===== config.mk =====
export PLATFORM = sky130hd
export DESIGN_NAME = acc_alu
export DESIGN_NICKNAME = d
export VERILOG_FILES = /design/src/rtl/acc_alu_pkg.sv /design/src/rtl/acc_alu_addsub.sv /design/src/rtl/acc_alu_decadj.sv /design/src/rtl/acc_alu_muldiv.sv /design/src/rtl/acc_alu_bitops.sv /design/src/rtl/acc_alu.sv
export SDC_FILE = /design/constraint.sdc
export NUM_CORES = 1
export LEC_CHECK = 0
export BUFFER_PORTS_ARGS = -buffer_cell sky130_fd_sc_hd__buf_2
export CORE_MARGIN = 2
export CORE_UTILIZATION = 35
export DETAILED_ROUTE_END_ITERATION = 10
export PLACE_DENSITY = 0.54
export SLEW_MARGIN = 40
export SYNTH_ARGS = -nofsm -noshare
export SYNTH_HDL_FRONTEND = slang
export SYNTH_SLANG_ARGS = --single-unit

===== constraint.sdc =====
create_clock -name vclk -period 23.2
set_input_delay 3.48 -clock vclk [all_inputs]
set_output_delay 3.48 -clock vclk [all_outputs]
set_load 0.02 [all_outputs]

===== src/rtl/acc_alu_pkg.sv =====
package acc_alu_pkg;
  localparam int W      = 8;
  localparam int NIB    = W / 2;
  localparam int OP_W   = 4;
  localparam int CY_BIT = 7;
  localparam int AC_BIT = 6;
  localparam int OV_BIT = 2;
  localparam int P_BIT  = 0;

  typedef enum logic [OP_W-1:0] {
    OP_ADD  = 4'd0,  OP_ADDC = 4'd1,  OP_SUBB = 4'd2,  OP_DA   = 4'd3,
    OP_MUL  = 4'd4,  OP_DIV  = 4'd5,  OP_RL   = 4'd6,  OP_RLC  = 4'd7,
    OP_RR   = 4'd8,  OP_RRC  = 4'd9,  OP_SWAP = 4'd10, OP_AND  = 4'd11,
    OP_OR   = 4'd12, OP_XOR  = 4'd13, OP_CPL  = 4'd14, OP_PASS = 4'd15
  } alu_op_e;

  function automatic logic odd_parity(input logic [W-1:0] v);
    return ^v;
  endfunction

  function automatic logic signed_ovf(input logic a_msb, input logic b_msb,
                                      input logic r_msb);
    return (a_msb == b_msb) && (r_msb != a_msb);
  endfunction
endpackage


===== src/rtl/acc_alu_addsub.sv =====
module acc_alu_addsub
  import acc_alu_pkg::*;
#(
  parameter int DATA_W = W,
  localparam int HALF_W = DATA_W / 2
) (
  input  logic [DATA_W-1:0] a_i,
  input  logic [DATA_W-1:0] b_i,
  input  logic              cin_i,
  input  logic              sub_i,
  output logic [DATA_W-1:0] sum_o,
  output logic              cy_o,
  output logic              ac_o,
  output logic              ov_o
);
  logic [DATA_W-1:0] b_eff;
  logic              c_eff;
  logic [DATA_W:0]   full;
  logic [HALF_W:0]   low;

  // Subtraction adds the inverted subtrahend; the inverted borrow acts as carry-in.
  assign b_eff = sub_i ? ~b_i : b_i;
  assign c_eff = sub_i ? ~cin_i : cin_i;
  assign full  = {1'b0, a_i} + {1'b0, b_eff} + {{DATA_W{1'b0}}, c_eff};
  assign low   = {1'b0, a_i[HALF_W-1:0]} + {1'b0, b_eff[HALF_W-1:0]}
               + {{HALF_W{1'b0}}, c_eff};

  assign sum_o = full[DATA_W-1:0];
  assign cy_o  = full[DATA_W] ^ sub_i;
  assign ac_o  = low[HALF_W] ^ sub_i;
  assign ov_o  = signed_ovf(a_i[DATA_W-1], b_eff[DATA_W-1], full[DATA_W-1]);
endmodule


===== src/rtl/acc_alu_decadj.sv =====
module acc_alu_decadj
  import acc_alu_pkg::*;
#(
  parameter int DATA_W = W,
  localparam int HALF_W = DATA_W / 2,
  localparam logic [DATA_W:0] LO_FIX = (DATA_W+1)'(6),
  localparam logic [DATA_W:0] HI_FIX = (DATA_W+1)'(6) << HALF_W
) (
  input  logic [DATA_W-1:0] a_i,
  input  logic              cy_i,
  input  logic              ac_i,
  output logic [DATA_W-1:0] res_o,
  output logic              cy_o,
  output logic              lo_step_o,
  output logic              hi_step_o
);
  logic [DATA_W:0] stage1;
  logic [DATA_W:0] stage2;

  assign lo_step_o = (a_i[HALF_W-1:0] > HALF_W'(9)) || ac_i;
  assign stage1    = {1'b0, a_i} + (lo_step_o ? LO_FIX : '0);
  assign hi_step_o = (stage1[DATA_W-1:HALF_W] > HALF_W'(9)) || cy_i || stage1[DATA_W];
  assign stage2    = {1'b0, stage1[DATA_W-1:0]} + (hi_step_o ? HI_FIX : '0);
  assign res_o     = stage2[DATA_W-1:0];
  assign cy_o      = cy_i | stage1[DATA_W] | stage2[DATA_W];
endmodule


===== src/rtl/acc_alu_muldiv.sv =====
module acc_alu_muldiv
  import acc_alu_pkg::*;
#(
  parameter int DATA_W = W
) (
  input  logic [DATA_W-1:0] a_i,
  input  logic [DATA_W-1:0] b_i,
  output logic [DATA_W-1:0] prod_lo_o,
  output logic [DATA_W-1:0] prod_hi_o,
  output logic              prod_wide_o,
  output logic [DATA_W-1:0] quot_o,
  output logic [DATA_W-1:0] rem_o,
  output logic              div_zero_o
);
  logic [2*DATA_W-1:0] prod;

  assign prod        = {{DATA_W{1'b0}}, a_i} * {{DATA_W{1'b0}}, b_i};
  assign prod_lo_o   = prod[DATA_W-1:0];
  assign prod_hi_o   = prod[2*DATA_W-1:DATA_W];
  assign prod_wide_o = |prod_hi_o;
  assign div_zero_o  = (b_i == '0);

  // On a zero divisor the operands are returned untouched.
  always_comb begin
    if (div_zero_o) begin
      quot_o = a_i;
      rem_o  = b_i;
    end else begin
      quot_o = a_i / b_i;
      rem_o  = a_i % b_i;
    end
  end
endmodule


===== src/rtl/acc_alu_bitops.sv =====
module acc_alu_bitops
  import acc_alu_pkg::*;
#(
  parameter int DATA_W = W,
  localparam int HALF_W = DATA_W / 2
) (
  input  alu_op_e           op_i,
  input  logic [DATA_W-1:0] a_i,
  input  logic [DATA_W-1:0] b_i,
  input  logic              cy_i,
  output logic [DATA_W-1:0] res_o,
  output logic              cy_o
);
  always_comb begin
    res_o = a_i;
    cy_o  = cy_i;
    unique case (op_i)
      OP_RL:   res_o = {a_i[DATA_W-2:0], a_i[DATA_W-1]};
      OP_RR:   res_o = {a_i[0], a_i[DATA_W-1:1]};
      OP_RLC:  {cy_o, res_o} = {a_i, cy_i};
      OP_RRC:  {res_o, cy_o} = {cy_i, a_i};
      OP_SWAP: res_o = {a_i[HALF_W-1:0], a_i[DATA_W-1:HALF_W]};
      OP_AND:  res_o = a_i & b_i;
      OP_OR:   res_o = a_i | b_i;
      OP_XOR:  res_o = a_i ^ b_i;
      OP_CPL:  res_o = ~a_i;
      default: ;
    endcase
  end
endmodule


===== src/rtl/acc_alu.sv =====
module acc_alu
  import acc_alu_pkg::*;
#(
  parameter int DATA_W = W
) (
  input  logic [3:0]        op_i,
  input  logic [DATA_W-1:0] acc_i,
  input  logic [DATA_W-1:0] opnd_i,
  input  logic [DATA_W-1:0] breg_i,
  input  logic [7:0]        psw_i,
  output logic [DATA_W-1:0] acc_o,
  output logic [DATA_W-1:0] breg_o,
  output logic [7:0]        psw_o
);
  alu_op_e op;
  logic    cy_in, ac_in;
  assign op    = alu_op_e'(op_i);
  assign cy_in = psw_i[CY_BIT];
  assign ac_in = psw_i[AC_BIT];

  // Named internal events, visible to the checker.
  logic [DATA_W-1:0] as_sum, da_res, bit_res, prod_lo, prod_hi, quot, rem;
  logic as_cy, as_ac, as_ov, da_cy, da_lo_step, da_hi_step, bit_cy;
  logic prod_wide, div_zero, as_sub, as_cin;

  assign as_sub = (op == OP_SUBB);
  assign as_cin = (op == OP_ADD) ? 1'b0 : cy_in;

  acc_alu_addsub #(.DATA_W(DATA_W)) u_addsub (
    .a_i(acc_i), .b_i(opnd_i), .cin_i(as_cin), .sub_i(as_sub),
    .sum_o(as_sum), .cy_o(as_cy), .ac_o(as_ac), .ov_o(as_ov));

  acc_alu_decadj #(.DATA_W(DATA_W)) u_decadj (
    .a_i(acc_i), .cy_i(cy_in), .ac_i(ac_in), .res_o(da_res), .cy_o(da_cy),
    .lo_step_o(da_lo_step), .hi_step_o(da_hi_step));

  acc_alu_muldiv #(.DATA_W(DATA_W)) u_muldiv (
    .a_i(acc_i), .b_i(breg_i), .prod_lo_o(prod_lo), .prod_hi_o(prod_hi),
    .prod_wide_o(prod_wide), .quot_o(quot), .rem_o(rem), .div_zero_o(div_zero));

  acc_alu_bitops #(.DATA_W(DATA_W)) u_bitops (
    .op_i(op), .a_i(acc_i), .b_i(opnd_i), .cy_i(cy_in),
    .res_o(bit_res), .cy_o(bit_cy));

  always_comb begin
    acc_o  = bit_res;
    breg_o = breg_i;
    psw_o  = psw_i;
    unique case (op)
      OP_ADD, OP_ADDC, OP_SUBB: begin
        acc_o          = as_sum;
        psw_o[CY_BIT]  = as_cy;
        psw_o[AC_BIT]  = as_ac;
        psw_o[OV_BIT]  = as_ov;
      end
      OP_DA: begin
        acc_o          = da_res;
        psw_o[CY_BIT]  = da_cy;
      end
      OP_MUL: begin
        acc_o          = prod_lo;
        breg_o         = prod_hi;
        psw_o[CY_BIT]  = 1'b0;
        psw_o[OV_BIT]  = prod_wide;
      end
      OP_DIV: begin
        acc_o          = quot;
        breg_o         = rem;
        psw_o[CY_BIT]  = 1'b0;
        psw_o[OV_BIT]  = div_zero;
      end
      default: psw_o[CY_BIT] = bit_cy;
    endcase
    psw_o[P_BIT] = odd_parity(acc_o);
  end
endmodule


Word-level counts from Yosys, hierarchy flattened
Index checks and enable logic that the tools add are counted.
Widths: inputs -> output; s select.
{"block": "word_totals", "ff_bits": 0, "output_inout_bits": 24, "wordCells": 61, "in_bits": 36}
{"block": "op_classes", "order_cmp": 2, "n_mul": 1, "n_addsub": 6, "n_eq_ne": 16, "n_reduce_logical": 10, "n_div": 2, "mux": 14, "bitwise": 10}
{"cell": "$pmux 8 s9", "n": 1}
{"cell": "$pmux 8 s4", "n": 1}
{"cell": "$eq 4x4->1 const B", "n": 7}
{"cell": "$mux 8", "n": 3}
{"cell": "$add 8x9->9", "n": 2}
{"cell": "$eq 4x3->1 const B", "n": 4}
{"cell": "$mul 8x8->16", "n": 1}
{"cell": "$not 8->8", "n": 2}
{"cell": "$pmux 8 s2", "n": 1}
{"cell": "$add 8x8->9", "n": 1}
{"cell": "$add 9x1->9", "n": 1}
{"cell": "$and 8x8->8", "n": 1}
{"cell": "$div 8x8->8", "n": 1}
{"cell": "$eq 4x2->1 const B", "n": 2}
{"cell": "$gt 4x4->1 const B", "n": 2}
{"cell": "$logic_not 8->1", "n": 1}
{"cell": "$mod 8x8->8", "n": 1}
{"cell": "$or 8x8->8", "n": 1}
{"cell": "$reduce_or 8->1", "n": 1}
{"cell": "$reduce_xor 8->1", "n": 1}
{"cell": "$xor 8x8->8", "n": 1}
{"cell": "$mux 7", "n": 1}
{"cell": "$pmux 1 s3", "n": 2}
{"cell": "$add 4x4->5", "n": 1}
{"cell": "other kinds (15)", "n": 21}

Longest topological paths before layout
Gate-level depths: netlist of the first run.
{"block": "depth", "word_depth": 11, "mapped_depth": 53, "ltp_nobuf": 50}

By module
A second synthesis of the first run with hierarchy kept.
{"block": "unflattened", "cells_unflattened": 907, "area_unflattened_um2": 6668.9}
{"mod": "acc_alu_muldiv", "area_each_um2": 4021.4, "seq_area_each_um2": 0.0, "instances": 1, "cells_per_inst": 539}
{"mod": "acc_alu_bitops", "area_each_um2": 1063.5, "seq_area_each_um2": 0.0, "instances": 1, "cells_per_inst": 159}
{"mod": "acc_alu", "area_each_um2": 814.5, "seq_area_each_um2": 0.0, "instances": 1, "cells_per_inst": 118}
{"mod": "acc_alu_addsub", "area_each_um2": 424.2, "seq_area_each_um2": 0.0, "instances": 1, "cells_per_inst": 50}
{"mod": "acc_alu_decadj", "area_each_um2": 345.3, "seq_area_each_um2": 0.0, "instances": 1, "cells_per_inst": 41}

Worst setup path before layout of the first run
No wires, ideal clock.
{"block": "synth_timing", "kind": "input-to-output", "startpoint": "input port breg_i[7]", "endpoint": "output port psw_o[0]", "required_time_ns": 19.720, "path_buffers": 3, "slack_ns": 4.788, "t_arrival_ns": 14.932, "stages": 47, "path_cell_list": "or4_1 buf_2 nor3_1 a21oi_1 a21oi_1 ha_1 or4b_2 nand3_1 a31oi_1 ha_1 o211ai_1 a211oi_4 mux2_2 ha_1 o21a_1 o21ai_0 nor2_1 mux2i_1 (+11 left out) clkbuf_1 o21ai_0 ha_1 o21a_1 o21a_1 o2111ai_1 a21boi_0 o21ai_1 mux2_2 fa_1 nor2b_1 o31a_1 o21ai_0 nand2b_1 o221ai_1 a211oi_2 xnor3_1 xnor3_1"}
{"block": "synth_between", "elab_chain_cells": 4, "word_cells_on_any_way": 6, "cone_classes": "1 x mul; 1 x div; 2 x mux; 2 x reduce/logical"}
{"item": "from (decl)", "line": "acc_alu.sv:9", "text": "input logic [DATA_W-1:0] breg_i,"}
{"item": "$div 8x8->8 or $logic_not 8->1 (tied branches)", "line": "acc_alu_muldiv.sv:29, acc_alu_muldiv.sv:21"}
{"item": "$mux 8 *", "line": "acc_alu_muldiv.sv:25", "text": "if (div_zero_o) begin"}
{"item": "$pmux 8 s4 *", "line": "acc_alu.sv:49", "text": "unique case (op)"}
{"item": "named net acc_o[0]", "line": "acc_alu.sv:11", "text": "output logic [DATA_W-1:0] acc_o,"}
{"item": "$reduce_xor 8->1 *", "line": "acc_alu_pkg.sv:18", "text": "return ^v;"}
{"item": "to (decl)", "line": "acc_alu.sv:13", "text": "output logic [7:0] psw_o"}
Mark *: on every way through the listed nets, which the timed path passes. The rest lies on a longest branch.

Worst setup path in the final report of the first run
{"block": "layout_timing", "startpoint": "input port breg_i[7]", "endpoint": "output port psw_o[0]"}
{"block": "layout_between", "elab_chain_cells": 4, "word_cells_on_any_way": 6, "cone_classes": "1 x mul; 1 x div; 2 x mux; 2 x reduce/logical"}
{"item": "$div 8x8->8 or $logic_not 8->1 (tied branches)", "line": "acc_alu_muldiv.sv:29, acc_alu_muldiv.sv:21"}
{"item": "$mux 8", "line": "acc_alu_muldiv.sv:25"}
{"item": "$pmux 8 s4 *", "line": "acc_alu.sv:49"}
{"item": "$reduce_xor 8->1 *", "line": "acc_alu_pkg.sv:18"}
Every way passes the cells marked *; elsewhere a longest branch is shown, timed or not.

==> results of run 1 <==
## cell type report
type               instances  area share
inverters                 89     0.05111
well taps                225     0.04307
repair buffers            55     0.04364
multi-input cells        706      0.8622
## through the flow
step | util | hold slack (ns) | setup WS [ns]
after floorplan | - | 7.073 | 4.788
after global placement | 0.3780 | 6.960 | 2.986
after detailed placement | 0.3790 | 6.960 | 3.313
after CTS | 0.3790 | 6.960 | 3.263
after global routing | 0.3792 | 6.960 | 2.636
final | 0.3792 | 6.960 | 3.484
## layer usage
layer / track usage / wire (um) / up-vias
li1: - / - / 3015
met1: 0.3261 / 9473 / 2895
met2: 0.3509 / 8894 / 199
met3: 0.01380 / 1130 / 18
met4: 0.02778 / 294 / 0
met5: 0 / 0 / -
## cell usage in the layout, fill, tap and decap left out, types with 6 or more instances in the layout
| master | count |
|---|---|
| o211ai_1 | 11 |
| a31oi_1 | 12 |
| a211oi_1 | 10 |
| xor2_1 | 9 |
| fa_1 | 41 |
| xnor2_1 | 29 |
| a221o_1 | 6 |
| nor3_1 | 26 |
| ha_1 | 104 |
| o31ai_1 | 6 |
| mux2i_1 | 12 |
| o21ai_0 | 46 |
| o221ai_1 | 6 |
| nor2_1 | 83 |
| buf_2 | 51 |
| mux2_2 | 11 |
| nand2_1 | 83 |
| o21a_1 | 18 |
| or3_1 | 10 |
| a21oi_1 | 40 |
| inv_1 | 84 |
| nand2b_1 | 9 |
| a21o_1 | 12 |
| nand3_1 | 23 |
| a21boi_0 | 6 |
## power by group through the flow
stage / clock network, mW / registers, mW / logic [mW]
floorplan: 0 / 0 / 0.228
global placement: 0 / 0 / 0.296
detailed placement: 0 / 0 / 0.299
CTS: 0 / 0 / 0.301
global route: 0 / 0 / 0.341
finish: 0 / 0 / 0.300
## cells in the mapped netlist, types with 4 or more instances
library cell | number | area share
a2111oi_0 | 5 | 0.0071
a211oi_1 | 10 | 0.012
a21boi_0 | 6 | 0.0073
a21o_1 | 12 | 0.015
a21oi_1 | 40 | 0.033
a221o_1 | 6 | 0.0098
a221oi_1 | 4 | 0.0057
a22oi_1 | 4 | 0.0049
a31oi_1 | 12 | 0.012
and2_1 | 5 | 0.0051
and3_1 | 5 | 0.0051
buf_1 | 8 | 0.0049
buf_4 | 4 | 0.0049
clkbuf_1 | 32 | 0.020
clkinv_1 | 5 | 0.0031
fa_1 | 41 | 0.13
ha_1 | 104 | 0.21
inv_1 | 84 | 0.051
mux2_2 | 11 | 0.020
mux2i_1 | 12 | 0.020
nand2_1 | 83 | 0.051
nand2b_1 | 9 | 0.0092
nand3_1 | 23 | 0.019
nor2_1 | 83 | 0.051
nor2b_1 | 5 | 0.0051
nor3_1 | 26 | 0.021
o211ai_1 | 11 | 0.013
o21a_1 | 18 | 0.022
o21ai_0 | 46 | 0.037
o221ai_1 | 6 | 0.0086
o22a_1 | 5 | 0.0071
o22ai_1 | 5 | 0.0051
o31ai_1 | 6 | 0.0073
or3_1 | 10 | 0.010
xnor2_1 | 29 | 0.041
xor2_1 | 9 | 0.013
## cells by family after synthesis
logic type | Yosys count | synth area share
and+or+nand+nor | 272 | 0.2101
buffers and inverters | 135 | 0.08539
AOI/OAI and AO/OA | 224 | 0.2501
adders and majority gates | 145 | 0.3456
xor gates and xnor gates | 41 | 0.06542
muxes | 24 | 0.04341
## worst paths after layout
| path | to | cells past startpoint | start | slack, ns |
|---|---|---|---|---|
| worst max-delay path | psw_o[0] | 47 | breg_i[7] | 3.48 |
| worst min-delay path | psw_o[3] | 0 | psw_i[3] | 6.96 |
==> impl_metrics.py, run 1 <==
metrics = {
    "min_path": {
        "hold_class": "in2out",
    },
    "floorplanning": {
        "row_count": 48,
        "core_um2": 17240,
        "die_h_um": 136.4,
        "start_util": 0.3562,
        "ios": 60,
        "die-width_um": 136.4,
        "dieArea_um2": 18620,
    },
    "power": {
        "power_frac_comb": 1.000,
        "switchingPower_uw": 175.4,
        "sw_frac_of_total": 0.5841,
        "power_frac_clock": 0,
        "seq_power_share": 0,
        "power.leakage_nw": 3.080,
        "powerDensity_nw_per_um2": 45.94,
        "vdd_drop_max_mv": 0.03704,
        "p_total_uw": 300.3,
        "intPower_uw": 124.9,
    },
    "final_layout": {
        "fillCellCount": 1837,
        "seq_area_um2": 0,
        "final_area_um2": 6536,
        "finalNetCount": 1033,
        "n_antenna_cell": 0,
        "multi_input_comb_area_um2": 5635,
        "final_cells": 1075,
        "seq_cell_count": 0,
        "clockBufferCount": 0,
        "areaGrowthSynthToFinish_pct": 6.460,
        "drive_above_1_share": 0.1000,
    },
    "global_routing": {
        "grt_pass1_wl_um": 32260,
        "grtUsageTotal": 0.2178,
        "grt_max_degree": 45,
        "grt_overflow": 0,
        "grt_pass1_vias": 5928,
        "antenna_found_initial": 0,
    },
    "synthesis": {
        "synthesis.nets": 1022,
        "synth.distinct_cells": 71,
        "syn_avg_cell_area_um2": 7.300,
        "syn_inst": 841,
        "yosys_warnings": 0,
        "syn_area_um2": 6140,
        "ys_seq_area_frac": 0,
    },
    "sta": {
        "drv_slew": 0,
        "hold_viol_final": 0,
        "slew_headroom": 0.4974,
        "fmax_ghz": 0.05072,
        "post-route-min-period_ns": 19.72,
        "rsz0062_at_grt": "false",
        "worst_slew_pin_slew_ns": 0.7349,
        "setup-violations-final": 0,
        "post-route-period-util": 0.8498,
        "setup_tns_ns": 0,
    },
    "detailed_routing": {
        "dr.first_iter.drc_count": 509,
        "routed_wl_um": 19790,
        "first_pass_iters": 6,
        "route.detailed.wl_per_inst_um": 18.41,
        "drc": 0,
        "antenna_left": 0,
        "routed_via_density": 5.700,
        "via_count": 6127,
    },
    "critical_path": {
        "crit_path_max_incr_delay_ns": 0.71,
        "cp_max_fo": 12,
        "worstPathRequired_ns": 19.72,
        "path_class": "in2out",
        "cpLargestDelayFamily": "compound AO/OA/AOI/OAI gates",
        "cp-start-kind": "input pin",
        "cp_common_cell": "ha_1",
        "slowest_stage": "or4_1",
        "critPathCaptureType": "output pin",
        "crit_buf_inv": 4,
        "worstPathArrival_ns": 16.24,
    },
    "placed_design": {
        "placed_area_um2": 6533,
        "portBuffers": 51,
        "dp.cells": 1075,
        "dp_hpwl_um": 15610,
        "gp_congestion": 0.8791,
    },
    "clock_tree": {
        "cts_setup_buffers": 0,
        "cts.repair.resized": 0,
        "ctsHoldBuffers": 0,
    },
    "outcome": {
        "status": "finished, final reports clean",
    },
    "flow_run": {
        "maxCapViolCount": 0,
    },
}
No activity file was read; power rests on OpenSTA's default activity.
==> run 2, diff against run 1 <==
==> constraint.sdc (replaced) <==
create_clock -name vclk -period 18.3
set_input_delay 2.745 -clock vclk [all_inputs]
set_output_delay 2.745 -clock vclk [all_outputs]
set_load 0.02 [all_outputs]
==> impl_metrics.py, run 2 (synthesized netlist as in run 1, its figures left out) <==
metrics = {
    "floorplanning": {
        "core_um2": 17240,
        "ios": 60,
        "start_util": 0.3562,
        "die_h_um": 136.4,
        "die-width_um": 136.4,
        "dieArea_um2": 18620,
        "row_count": 48,
    },
    "critical_path": {
        "worstPathRequired_ns": 15.55,
        "cp-start-kind": "input pin",
        "slowest_stage": "or4b_2",
        "crit_path_max_incr_delay_ns": 0.66,
        "cp_max_fo": 12,
        "critPathCaptureType": "output pin",
        "worstPathArrival_ns": 14.86,
        "path_class": "in2out",
        "cp_common_cell": "ha_1",
        "cpLargestDelayFamily": "compound AO/OA/AOI/OAI gates",
        "crit_buf_inv": 4,
    },
    "final_layout": {
        "areaGrowthSynthToFinish_pct": 7.316,
        "finalNetCount": 1039,
        "n_antenna_cell": 0,
        "fillCellCount": 1829,
        "final_area_um2": 6589,
        "clockBufferCount": 0,
        "final_common_cell": "ha_1",
        "final_cell_mix": "ha_1 (104), inv_1 (84), nand2_1 (83)",
        "seq_area_um2": 0,
        "utilization": 0.3823,
        "seq_cell_count": 0,
        "drive_above_1_share": 0.1098,
    },
    "power": {
        "sw_frac_of_total": 0.5814,
        "seq_power_share": 0,
        "powerDensity_nw_per_um2": 57.86,
        "vdd_drop_max_mv": 0.04722,
        "p_total_uw": 381.3,
        "power.leakage_nw": 3.106,
        "switchingPower_uw": 221.6,
        "power_frac_comb": 1.000,
        "power_frac_clock": 0,
        "intPower_uw": 159.6,
    },
    "sta": {
        "fmax_ghz": 0.05680,
        "post-route-period-util": 0.9621,
        "drv_slew": 0,
        "rsz0062_at_grt": "false",
        "hold_viol_final": 0,
        "setup_tns_ns": 0,
        "setup-violations-final": 0,
        "worst_slew_pin_slew_ns": 0.7452,
        "slew_headroom": 0.4903,
        "post-route-min-period_ns": 17.61,
    },
    "global_routing": {
        "grt_pass1_vias": 5720,
        "grt_overflow": 0,
        "grt_pass1_wl_um": 31590,
        "grtUsageTotal": 0.2151,
        "antenna_found_initial": 0,
        "grt_max_degree": 45,
    },
    "detailed_routing": {
        "route.detailed.wl_per_inst_um": 18.27,
        "first_pass_iters": 5,
        "routed_wl_um": 19760,
        "antenna_left": 0,
        "dr.first_iter.drc_count": 444,
        "via_count": 6097,
        "routed_via_density": 5.640,
        "drc": 0,
    },
    "placed_design": {
        "portBuffers": 51,
        "placed_area_um2": 6570,
        "gp_congestion": 0.8913,
        "dp_hpwl_um": 15630,
    },
    "outcome": {
        "status": "finished, final reports clean",
    },
    "flow_run": {
        "maxCapViolCount": 0,
    },
    "clock_tree": {
        "cts_setup_buffers": 0,
    },
    "min_path": {
        "hold_class": "in2out",
    },
}
## run 2: cell count changes in the layout (fill, tap and decap cells not counted), sizes merged
cell / previous run / this run
buf: 55 / 61
## run 2: what timing repair did
item	CTS	global route
hold buffers	0	0
gates resized for setup	0	6
setup endpoints to repair	0	9
## run 2: power by group through the flow
stage	logic (mW)	clock network (mW)	registers [mW]
after global routing	0.430	0	0
after global placement	0.378	0	0
after floorplan	0.288	0	0
after detailed placement	0.378	0	0
final	0.381	0	0
after CTS	0.381	0	0
## run 2: area by class of cell
type | count | area (um2) | share of cell area
multi-input cells | 706 | 5643 | 0.8564
inverters | 89 | 334.1 | 0.05070
well taps | 225 | 281.5 | 0.04273
repair buffers | 61 | 330.3 | 0.05013
## run 2: through the flow
stage	cells	hold WS [ns]	setup WS, ns
floorplan	841	5.603	1.358
global placement	1081	5.490	0.4474
detailed placement	1081	5.490	0.3744
CTS	1081	5.490	0.3452
global route	1081	5.490	0.01899
finish	1081	5.490	0.6932
## run 2: path summary, 6_finish.rpt
path	start	endpoint	slack, ns	depth (start not counted)
worst max-delay path	breg_i[7]	psw_o[0]	0.69	49
worst min-delay path	psw_i[3]	psw_o[3]	5.49	0
## run 2: metal layers
layer,wire [um],part of all wire,track usage,vias to the layer above
met5,0,0,0,-
li1,-,-,-,3031
met1,9488,0.48,0.3180,2906
met2,9037,0.46,0.3515,146
met4,265,0.013,0.02662,0
met3,963,0.049,0.01454,14
